==> src/rtl/hybrid_brk_seq.sv <==
module hybrid_brk_seq #(
  parameter int CNT_W    = 16,
  parameter int WAIT_TMO = 64
) (
  input  logic             clk,
  input  logic             rst_n,
  input  logic             trip_n,
  input  logic             limit_n,
  input  logic             bus_uv,
  input  logic             load_i_low,
  input  logic             line_i_low,
  input  logic             disc_open_fb,
  input  logic             disc_closed_fb,
  input  logic             cell_energy_hi,
  input  logic             cells_all_bypassed,
  input  logic             reclose_inhibit,
  input  logic [CNT_W-1:0] lim_cycles,
  output logic             lsw_open,
  output logic             disc_open_cmd,
  output logic             cells_insert,
  output logic             limit_en,
  output logic             rcb_open,
  output logic [2:0]       status
);

  typedef enum logic [2:0] {
    S_CLOSED, S_LSW, S_DISC, S_LIMIT, S_INSERT, S_OPEN, S_RECLOSE
  } st_t;

  localparam logic [2:0] ST_CLOSED = 3'd0;
  localparam logic [2:0] ST_MOVING = 3'd1;
  localparam logic [2:0] ST_LIMIT  = 3'd2;
  localparam logic [2:0] ST_OPEN   = 3'd3;
  localparam logic [2:0] ST_FAULT  = 3'd4;
  localparam logic [CNT_W-1:0] TMO_LAST = CNT_W'(WAIT_TMO - 1);
  localparam logic [CNT_W:0]   ONE      = (CNT_W+1)'(1);

  st_t              st, nx;
  logic [CNT_W-1:0] t;
  logic             full_q, flt_q, flt_nx;

  wire go_full   = full_q | ~trip_n;
  wire wait_over = (t >= TMO_LAST);
  wire lim_over  = (({1'b0, t} + ONE) >= {1'b0, lim_cycles});
  wire open_exit = ~trip_n | cell_energy_hi | lim_over;
  wire req_lim   = ~limit_n | bus_uv;

  always_comb begin
    nx     = st;
    flt_nx = flt_q;
    case (st)
      S_CLOSED:
        if (~trip_n)       nx = disc_open_fb ? S_INSERT : S_LSW;
        else if (req_lim)  nx = disc_open_fb ? S_LIMIT  : S_LSW;
      S_LSW:
        if (load_i_low)      nx = S_DISC;
        else if (wait_over) begin nx = S_INSERT; flt_nx = 1'b1; end
      S_DISC:
        if (disc_open_fb)    nx = go_full ? S_INSERT : S_LIMIT;
        else if (wait_over) begin nx = S_INSERT; flt_nx = 1'b1; end
      S_LIMIT:
        if (open_exit)       nx = S_INSERT;
        else if (cells_all_bypassed & ~reclose_inhibit) nx = S_RECLOSE;
      S_RECLOSE:
        if (~trip_n)         nx = S_INSERT;
        else if (disc_closed_fb) nx = S_CLOSED;
        else if (wait_over) begin nx = S_INSERT; flt_nx = 1'b1; end
      S_INSERT:
        if (line_i_low)      nx = S_OPEN;
        else if (wait_over) begin nx = S_OPEN; flt_nx = 1'b1; end
      S_OPEN: nx = S_OPEN;
      default: nx = S_INSERT;
    endcase
  end

  always_ff @(posedge clk) begin
    if (!rst_n) begin
      st     <= S_CLOSED;
      t      <= '0;
      full_q <= 1'b0;
      flt_q  <= 1'b0;
    end else begin
      st     <= nx;
      flt_q  <= flt_nx;
      full_q <= (st == S_CLOSED) ? ~trip_n : go_full;
      if (nx != st)   t <= '0;
      else if (~&t)   t <= t + 1'b1;
    end
  end

  always_ff @(posedge clk) begin
    if (!rst_n) begin
      lsw_open      <= 1'b0;
      disc_open_cmd <= 1'b0;
      cells_insert  <= 1'b0;
      limit_en      <= 1'b0;
      rcb_open      <= 1'b0;
      status        <= ST_CLOSED;
    end else begin
      lsw_open      <= (nx != S_CLOSED);
      disc_open_cmd <= (nx inside {S_DISC, S_LIMIT, S_INSERT, S_OPEN});
      cells_insert  <= (nx inside {S_INSERT, S_OPEN});
      limit_en      <= (nx == S_LIMIT);
      rcb_open      <= (nx == S_OPEN);
      if (flt_nx)                status <= ST_FAULT;
      else if (nx == S_CLOSED)   status <= ST_CLOSED;
      else if (nx == S_LIMIT)    status <= ST_LIMIT;
      else if (nx == S_OPEN)     status <= ST_OPEN;
      else                       status <= ST_MOVING;
    end
  end

  logic [CNT_W-1:0] lim_run;
  always_ff @(posedge clk) begin
    if (!rst_n || !limit_en) lim_run <= '0;
    else if (~&lim_run)      lim_run <= lim_run + 1'b1;
  end

  p_lsw_first_r2: assert property (@(posedge clk) disable iff (!rst_n)
    (st == S_CLOSED && !trip_n && !disc_open_fb)
      |=> (lsw_open && !disc_open_cmd && status == ST_MOVING));

  p_disc_after_low_r3: assert property (@(posedge clk) disable iff (!rst_n)
    $rose(disc_open_cmd) |-> ($past(load_i_low) || $past(disc_open_fb) || status == ST_FAULT));

  p_lim_exit_r5: assert property (@(posedge clk) disable iff (!rst_n)
    (limit_en && (!trip_n || cell_energy_hi)) |=> (!limit_en && cells_insert));

  p_lim_bound_r5: assert property (@(posedge clk) disable iff (!rst_n)
    limit_en |-> (lim_run < lim_cycles || lim_run == '0));

  p_lsw_close_r6: assert property (@(posedge clk) disable iff (!rst_n)
    $fell(lsw_open) |-> $past(disc_closed_fb));

  p_rcb_r7: assert property (@(posedge clk) disable iff (!rst_n)
    $rose(rcb_open) |-> ($past(line_i_low) || status == ST_FAULT));

  p_open_hold_r7: assert property (@(posedge clk) disable iff (!rst_n)
    rcb_open |=> rcb_open);

  p_fault_sticky_r8: assert property (@(posedge clk) disable iff (!rst_n)
    (status == ST_FAULT) |=> (status == ST_FAULT));

  p_exit_wins_r9: assert property (@(posedge clk) disable iff (!rst_n)
    (limit_en && cell_energy_hi && cells_all_bypassed) |=> (cells_insert && disc_open_cmd));

endmodule

==> config.mk <==
export PLATFORM = sky130hd
export DESIGN_NAME = hybrid_brk_seq
export DESIGN_NICKNAME = d
export VERILOG_FILES = /design/src/rtl/hybrid_brk_seq.sv
export SDC_FILE = /design/constraint.sdc
export NUM_CORES = 1
export LEC_CHECK = 0
export BUFFER_PORTS_ARGS = -buffer_cell sky130_fd_sc_hd__buf_2
export CORE_ASPECT_RATIO = 1.25
export CORE_MARGIN = 5
export CORE_UTILIZATION = 50
export DETAILED_ROUTE_END_ITERATION = 10
export PLACE_DENSITY = 0.8
export SLEW_MARGIN = 30
export SYNTH_ARGS = -nofsm -noshare
export SYNTH_HDL_FRONTEND = slang
export SYNTH_SLANG_ARGS = --single-unit
export TNS_END_PERCENT = 20
==> constraint.sdc <==
create_clock -name clk -period 3.1 [get_ports clk]
set_input_delay 0.62 -clock clk [delete_from_list [all_inputs] [get_ports clk]]
set_output_delay 0.62 -clock clk [all_outputs]
set_load 0.05 [all_outputs]
==> results.md, run 1 <==
- Simple-gate share of the synthesized area: 31.7%
- CTS tree: done
- Site row count: 25
- Status: completed
- Chip width: 66.5 um
- Leakage power: 1.22 nW
- Setup WS pre-CTS: -168 ps
- Dpl hpwl: 3.73 mm
- Post-synth ARST share: 0%
- First-pass GRT wire length: 8.06 mm
- Pin count of the biggest net entering global routing: 17
- Synth Flop Type: dfxtp_1
- Critical Path RT: 3280 ps
- Reg2Reg Setup Slack: 50 ps
- Count leader, synth: dfxtp_1
- Crit Path Category: register to register
- Final ANT Viol Nets: 0
- Rel. slew slack: 60.7%
- Power Density: 407 mW/mm^2
- Reg2reg start: t[1]$_SDFFE_PP0P_
- DP Area: 0.00235 mm^2
- Vias/cell: 5.49
- Number of synthesized register bits: 28
- Initial core utilization: 52.2%
- Layout Cells excl Fill: 357
- Mux contribution to synthesized area: 1.51%
- CP Capture Type: register
- Initial antenna violation count: 0
- Clock Latency Late Sink: 270 ps
- Critical path origin: t[1]$_SDFFE_PP0P_
- Worst r2r path cells: 13
- CTS Buffer Depth: 2
- Synth Area in Adders: 10.7%
- Clock transition at the registers of the reported paths: 90 ps
- Final core utilization: 70.0%
- DRC violation count after routing: 0
- CTS H-Tree Depth: 1
- Final instance area: 0.00267 mm^2
- Synth area leaders: dfxtp_1 28%, ha_1 11%, xnor2_1 5.3%
- Io pins: 36
- Ant diodes: 0
- Fillers: 306
- Main combinational cell family by area after synthesis: simple AND/OR/NAND/NOR gates
- Clk_skew: 4.54 ps
- Max Clk Rate: 0.328 GHz
- Syn Area/Cell: 8.20 um^2
- Max-cap violations: 0
- Post-synth top area share: 28.1%
- Die area: 0.00535 mm^2
- RSZ-0062 raised after global routing: yes
- Worst Setup EP: t[6]$_SDFFE_PP0P_
- Final Hold Fails: 0
- CP Max Fanout: 8
- Die height: 80.6 um
- Worst Hold Depth: 2
- Post-Synth XOR/XNOR Area: 6.60%
- Slowest-stage cell, CP: dfxtp_2
- Cell taking the most area after synthesis: dfxtp_1
- Setup ws final: 47.9 ps
- Worst hold margin: 530 ps
- Final Cycle Share: 98.5%
- WP data arrival: 3230 ps
- Compound-gate portion of the synthesized area: 15.5%
- Routed wire length per instance: 14.5 um
- Vias in the first global route: 1,823
- Placed cells: 345
- Routability cong.: 0.914
- CP cell instances: ha_4, and4_4, nand2_1, xnor2_2, ha_1, a211oi_2, nor2_1, o311ai_1, o211ai_1, buf_4, o21ai_4, o211ai_4, nor3_1
- Layout cell share with drive strength beyond 1: 39.3%
- Total CTS buffers: 3
- Final WL: 5.16 mm
- Final number of max-transition violations: 0
- Min Tclk post-route: 3050 ps
- Synthesized netlist cell count: 243
- Initial DRC count: 43
- Worst slew pin tran: 588 ps
- Post-synth top cells: 28 x dfxtp_1, 27 x nor2_1, 20 x inv_1, 19 x nand2_1, 17 x ha_1
- Seq/Total Area, Yosys: 28.1%
- Synth cell types: 50
- Setup violators final: 0
- Final #Nets: 349
- P&R area growth vs syn: 34.0%
- Critical path's largest stage delay: 370 ps
- # clock sinks: 28
- Core Region: 0.00382 mm^2
- Min-delay worst type: register to register
- Total Routing Usage GR: 19.0%
- Vias: 1,960
- DRT Pass-1 Iters: 4
- EDFF count, synth: 0
- Port buffer count: 35
- CP startpoint kind: register
- Root Driver: clkbuf_8
- Worst VDD drop: 0.000408 V
- Grt total ovfl: 0
- Ys Warns: 0
- FF-to-FF End: t[6]$_SDFFE_PP0P_
- Synthesized cell area: 0.00199 mm^2
- Synth Net Count: 288
==> kinds of logic (layout without fill, tap and decap cells) <==
kind of cell	count (synthesis)	in the layout
fa+ha+maj	17	17
buf+inv	28	87
xor+xnor	15	15
compound gates	43	44
mux	3	3
simple gates	109	109
flops	28	28
==> worst min-delay path by stage <==
stage / slack (ps) / end / from
6_report: 530 / full_q$_SDFF_PN0_ / full_q$_SDFF_PN0_
5_1_grt: 560 / full_q$_SDFF_PN0_ / full_q$_SDFF_PN0_
4_1_cts: 530 / full_q$_SDFF_PN0_ / full_q$_SDFF_PN0_
3_5_place_dp: 510 / full_q$_SDFF_PN0_ / full_q$_SDFF_PN0_
3_3_place_gp: 490 / full_q$_SDFF_PN0_ / full_q$_SDFF_PN0_
2_1_floorplan: 470 / full_q$_SDFF_PN0_ / full_q$_SDFF_PN0_
==> cell usage in the layout (no fill, tap or decap), drive strengths merged <==
cell,count
buf,63
nor2,28
dfxtp,28
inv,20
nand2,19
nor3,18
ha,17
a21oi,12
xnor2,12
nand4,9
nand3,9
o21ai,8
o211ai,5
and2,4
and3,4
and4,4
o21a,3
nor2b,3
mux2i,3
clkbuf,3
xor2,3
a211oi,3
nand2b,2
o311ai,2
nand3b,2
o31ai,2
a21o,2
or4,2
nor4,2
o211a,2
o21bai,2
or3,1
nor3b,1
a31oi,1
a311o,1
nor4b,1
a2111oi,1
bufinv,1
==> cell type report <==
cell class / instances / area, um^2 / area share, %
Sequential cell: 28 / 574 / 21.5
Multi-Input combinational cell: 188 / 1480 / 55.6
Tap cell: 54 / 67.6 / 2.53
Timing Repair Buffer: 63 / 398 / 14.9
Clock buffer: 3 / 41.3 / 1.55
Inverter: 20 / 75.1 / 2.81
Clock inverter: 1 / 30.0 / 1.12
==> metrics by stage <==
stage | power (mW) | TNS (ps)
after floorplan | 0.683 | 0
after global placement | 0.751 | -915
after detailed placement | 0.755 | -2050
after CTS | 1.06 | 0
after global routing | 1.15 | -1090
final | 1.09 | 0
==> registers in the layout (all words and copies together), names as in the netlist <==
name and cells:
st 3, rcb_open 1, disc_open_cmd 1, flt_q 1, lsw_open 1, status 2, t 16, full_q 1
cells_insert 1, limit_en 1
==> critical path: cells and delay by family (launching register included) <==
family	cells	cell delay, ps
XOR/XNOR	1	230
AND/OR/NAND/NOR	4	690
buffers and inverters	1	220
flip-flops	1	370
AO/OA/AOI/OAI	5	1010
adder cells (fa/ha/maj)	2	430
==> repair_timing <==
item | 4_1_cts | 5_1_grt
setup buffers | 0 | 7
gates resized for setup | 6 | 35
setup endpoints to repair | 16 | 23
gates cloned | 1 | 0
pin swaps | 1 | 18
hold buffers | 0 | 0
==> metal layers <==
metal	track usage (%)	part of all wire [%]	vias up
li1	-	-	993
met1	22.5	41	905
met2	35.5	53	52
met3	1.96	4.6	10
met4	5.08	2.1	0
met5	0	0	-
==> report_power, final <==
part / switching, mW / internal, mW
clock network: 0.110 / 0.173
logic: 0.235 / 0.141
registers: 0.0381 / 0.390
Note: power is estimated with default switching activity, not from simulation.
==> run 2: changes to the inputs <==
- PLACE_DENSITY: 0.8 -> 0.76
- SKIP_LAST_GASP: default -> 1
- clock period: 3.1 -> 2.65 ns (I/O delays scaled with it)
==> run 2 against run 1 <==
Compared with the run above: the flow now finishes with violations (setup timing); utilization is 6.1 points higher; count of clock-buffer cells in the layout stayed put; flip-flop and latch count stayed put; hold slack worse by 20 ps.
==> results.md, run 2 (same netlist as run 1, synthesis figures left out) <==
- DRT Pass-1 Iters: 4 (unchanged)
- Final WL: 5.74 mm (+11%)
- Commonest non-fill, non-tap cell in the layout: buf_4
- RSZ-0062 raised after global routing: yes
- Final instance area: 0.00290 mm^2 (+8.7%)
- CP startpoint kind: register
- Clk_skew: 5.31 ps (+0.775 ps)
- Largest Register: t
- Reg2Reg Setup Slack: -370 ps (-410 ps)
- Hold Startpoint: full_q$_SDFF_PN0_
- Failing checks: setup timing
- Vias/cell: 5.52 (+0.47%)
- Final Cycle Share: 114% (+15 points)
- TNS Setup: -6610 ps (-6610 ps)
- Logic pwr share: 36.5% (+1.9 points)
- Sw power: 0.463 mW (+21%)
- Worst Hold Depth: 2 (unchanged)
- Setup ws final: -365 ps (-413 ps)
- Max FFs per register: 16 (unchanged)
- Hold endpoint: full_q$_SDFF_PN0_
- Worst r2r path cells: 14 (+1)
- Clock Latency Late Sink: 270 ps (about the same)
- WP data arrival: 3210 ps (-20 ps)
- First-pass GRT wire length: 8.83 mm (+9.6%)
- Initial antenna violation count: 0 (unchanged)
- Max Clk Rate: 0.332 GHz (+1.2%)
- Initial core utilization: 52.2% (unchanged)
- CP cell instances: ha_4, nand4_1, nor2_4, nand2_2, xnor2_4, ha_4, a211oi_2, o211ai_1, a21oi_1, o211ai_1, buf_4, o21ai_4, o211ai_4, nor3_2
- Largest regs: t: 16 flops, st: 3 flops, status: 2 flops
- Port buffer count: 35 (unchanged)
- Sw frac: 35.9% (+0.63 points)
- Leakage power: 1.35 nW (+11%)
- Setup violators final: 23 (+23)
- Sequential Power Share: 37.7% (-1.7 points)
- Vias in the first global route: 1,997 (+9.5%)
- DRC violation count after routing: 0 (unchanged)
- Power Density: 445 mW/mm^2 (+9.2%)
- FF-to-FF End: t[1]$_SDFFE_PP0P_
- Tot Pwr: 1.29 mW (+19%)
- Status: complete, but fails checks
- Dpl hpwl: 3.98 mm (+6.8%)
- Site row count: 25 (unchanged)
- Die height: 80.6 um (unchanged)
- Total Routing Usage GR: 21.1% (+2.1 points)
- P&R area growth vs syn: 45.7%
- Worst slew pin tran: 603 ps (+14.2 ps)
- Core Region: 0.00382 mm^2 (unchanged)
- Internal power: 0.828 mW (+18%)
- Vias: 2,074 (+5.8%)
- Final core utilization: 76.1% (+6.1 points)
- # clock sinks: 28 (unchanged)
- Clock power share: 25.8% (-0.3 points)
- Final ANT Viol Nets: 0 (unchanged)
- Total CTS buffers: 3 (unchanged)
- Root Driver: clkbuf_8
- Max-cap violations: 0 (unchanged)
- Pin count of the biggest net entering global routing: 17 (unchanged)
- CP Max Fanout: 8 (unchanged)
- Crit Path Category: register to register
- CTS Buffer Depth: 2 (unchanged)
- Min Tclk post-route: 3020 ps (-36.8 ps)
- Io pins: 36 (unchanged)
- CP Capture Type: register
- Critical path's largest stage delay: 380 ps (about the same)
- Layout cell share with drive strength beyond 1: 44.1% (+4.8 points)
- Die area: 0.00535 mm^2 (unchanged)
- Chip width: 66.5 um (unchanged)
- Slowest-stage cell, CP: dfxtp_4
- Ant diodes: 0 (unchanged)
- Routed wire length per instance: 15.3 um (+5.6%)
- Clock transition at the registers of the reported paths: 90 ps (about the same)
- CTS tree: done
- Min-delay worst type: register to register
- Rel. slew slack: 59.2% (-1.5 points)
- DP Area: 0.00256 mm^2 (+8.8%)
- Initial DRC count: 76 (+77%)
- Most frequent cells in the layout: 46 x buf_4, 35 x buf_2, 25 x nor2_1
- CTS H-Tree Depth: 1 (unchanged)
- Grt total ovfl: 0 (unchanged)
- Final #Nets: 368 (+5.4%)
- Final Hold Fails: 0 (unchanged)
- Final number of max-transition violations: 0 (unchanged)
- Critical Path RT: 2850 ps (-430 ps)
- Setup WS pre-CTS: -633 ps (-465 ps)
- Reg2reg start: t[0]$_SDFFE_PP0P_
- Routability cong.: 0.925 (+1.2%)
- Worst VDD drop: 0.000545 V (+34%)
- Cts hold-fix bufs: 0 (unchanged)
## run 2: final cells by class
type | instances | area, um^2
sequential | 28 | 577
timing repair buffer | 82 | 541
inverter | 20 | 75.1
tap | 54 | 67.6
multi-input combinational | 188 | 1570
clock inverter | 1 | 30.0
clock buffer | 3 | 41.3
fill | 287 | 913
## run 2: metal layers
layer	wire (um)	GRT usage (%)	vias up
met5	0	0	-
met4	240	9.35	0
met3	281	2.10	21
met2	2960	38.8	77
met1	2260	24.0	952
li1	-	-	1024
## run 2: worst max path at each step
stage	end	from	cells after the start
after floorplan	t[0]$_SDFFE_PP0P_	t[6]$_SDFFE_PP0P_	14
final	t[1]$_SDFFE_PP0P_	t[0]$_SDFFE_PP0P_	14
after global placement	t[5]$_SDFFE_PP0P_	t[1]$_SDFFE_PP0P_	13
after CTS	t[8]$_SDFFE_PP0P_	t[1]$_SDFFE_PP0P_	14
after detailed placement	t[5]$_SDFFE_PP0P_	t[1]$_SDFFE_PP0P_	13
after global routing	t[1]$_SDFFE_PP0P_	t[5]$_SDFFE_PP0P_	14
## run 2: power groups by stage
stage | clock (mW) | sequential (mW) | combinational (mW)
2_1_floorplan | 0 | 0.549 | 0.263
3_3_place_gp | 0 | 0.493 | 0.400
3_5_place_dp | 0 | 0.493 | 0.406
4_1_cts | 0.334 | 0.486 | 0.461
5_1_grt | 0.353 | 0.492 | 0.508
6_report | 0.333 | 0.487 | 0.471
## run 2: timing repair
action,CTS,global route
pin swaps,10,22
setup buffers,5,5
endpoints found under the setup margin,23,24
hold endpoints to repair,0,0
resized for setup,11,16
gates cloned,1,0
## run 2: worst max-delay path, delay by kind of cell (launching register included)
kind	cells	cell delay (ps)
AOI/OAI and AO/OA	6	1000
and+or+nand+nor	4	720
adders and majority gates	2	380
buffers and inverters	1	220
xor gates and xnor gates	1	230
DFF	1	380
## run 2: through the flow
stage	hold WS, ps	instances
floorplan	467	243
global placement	488	361
detailed placement	495	361
CTS	509	371
global route	548	376
finish	510	376
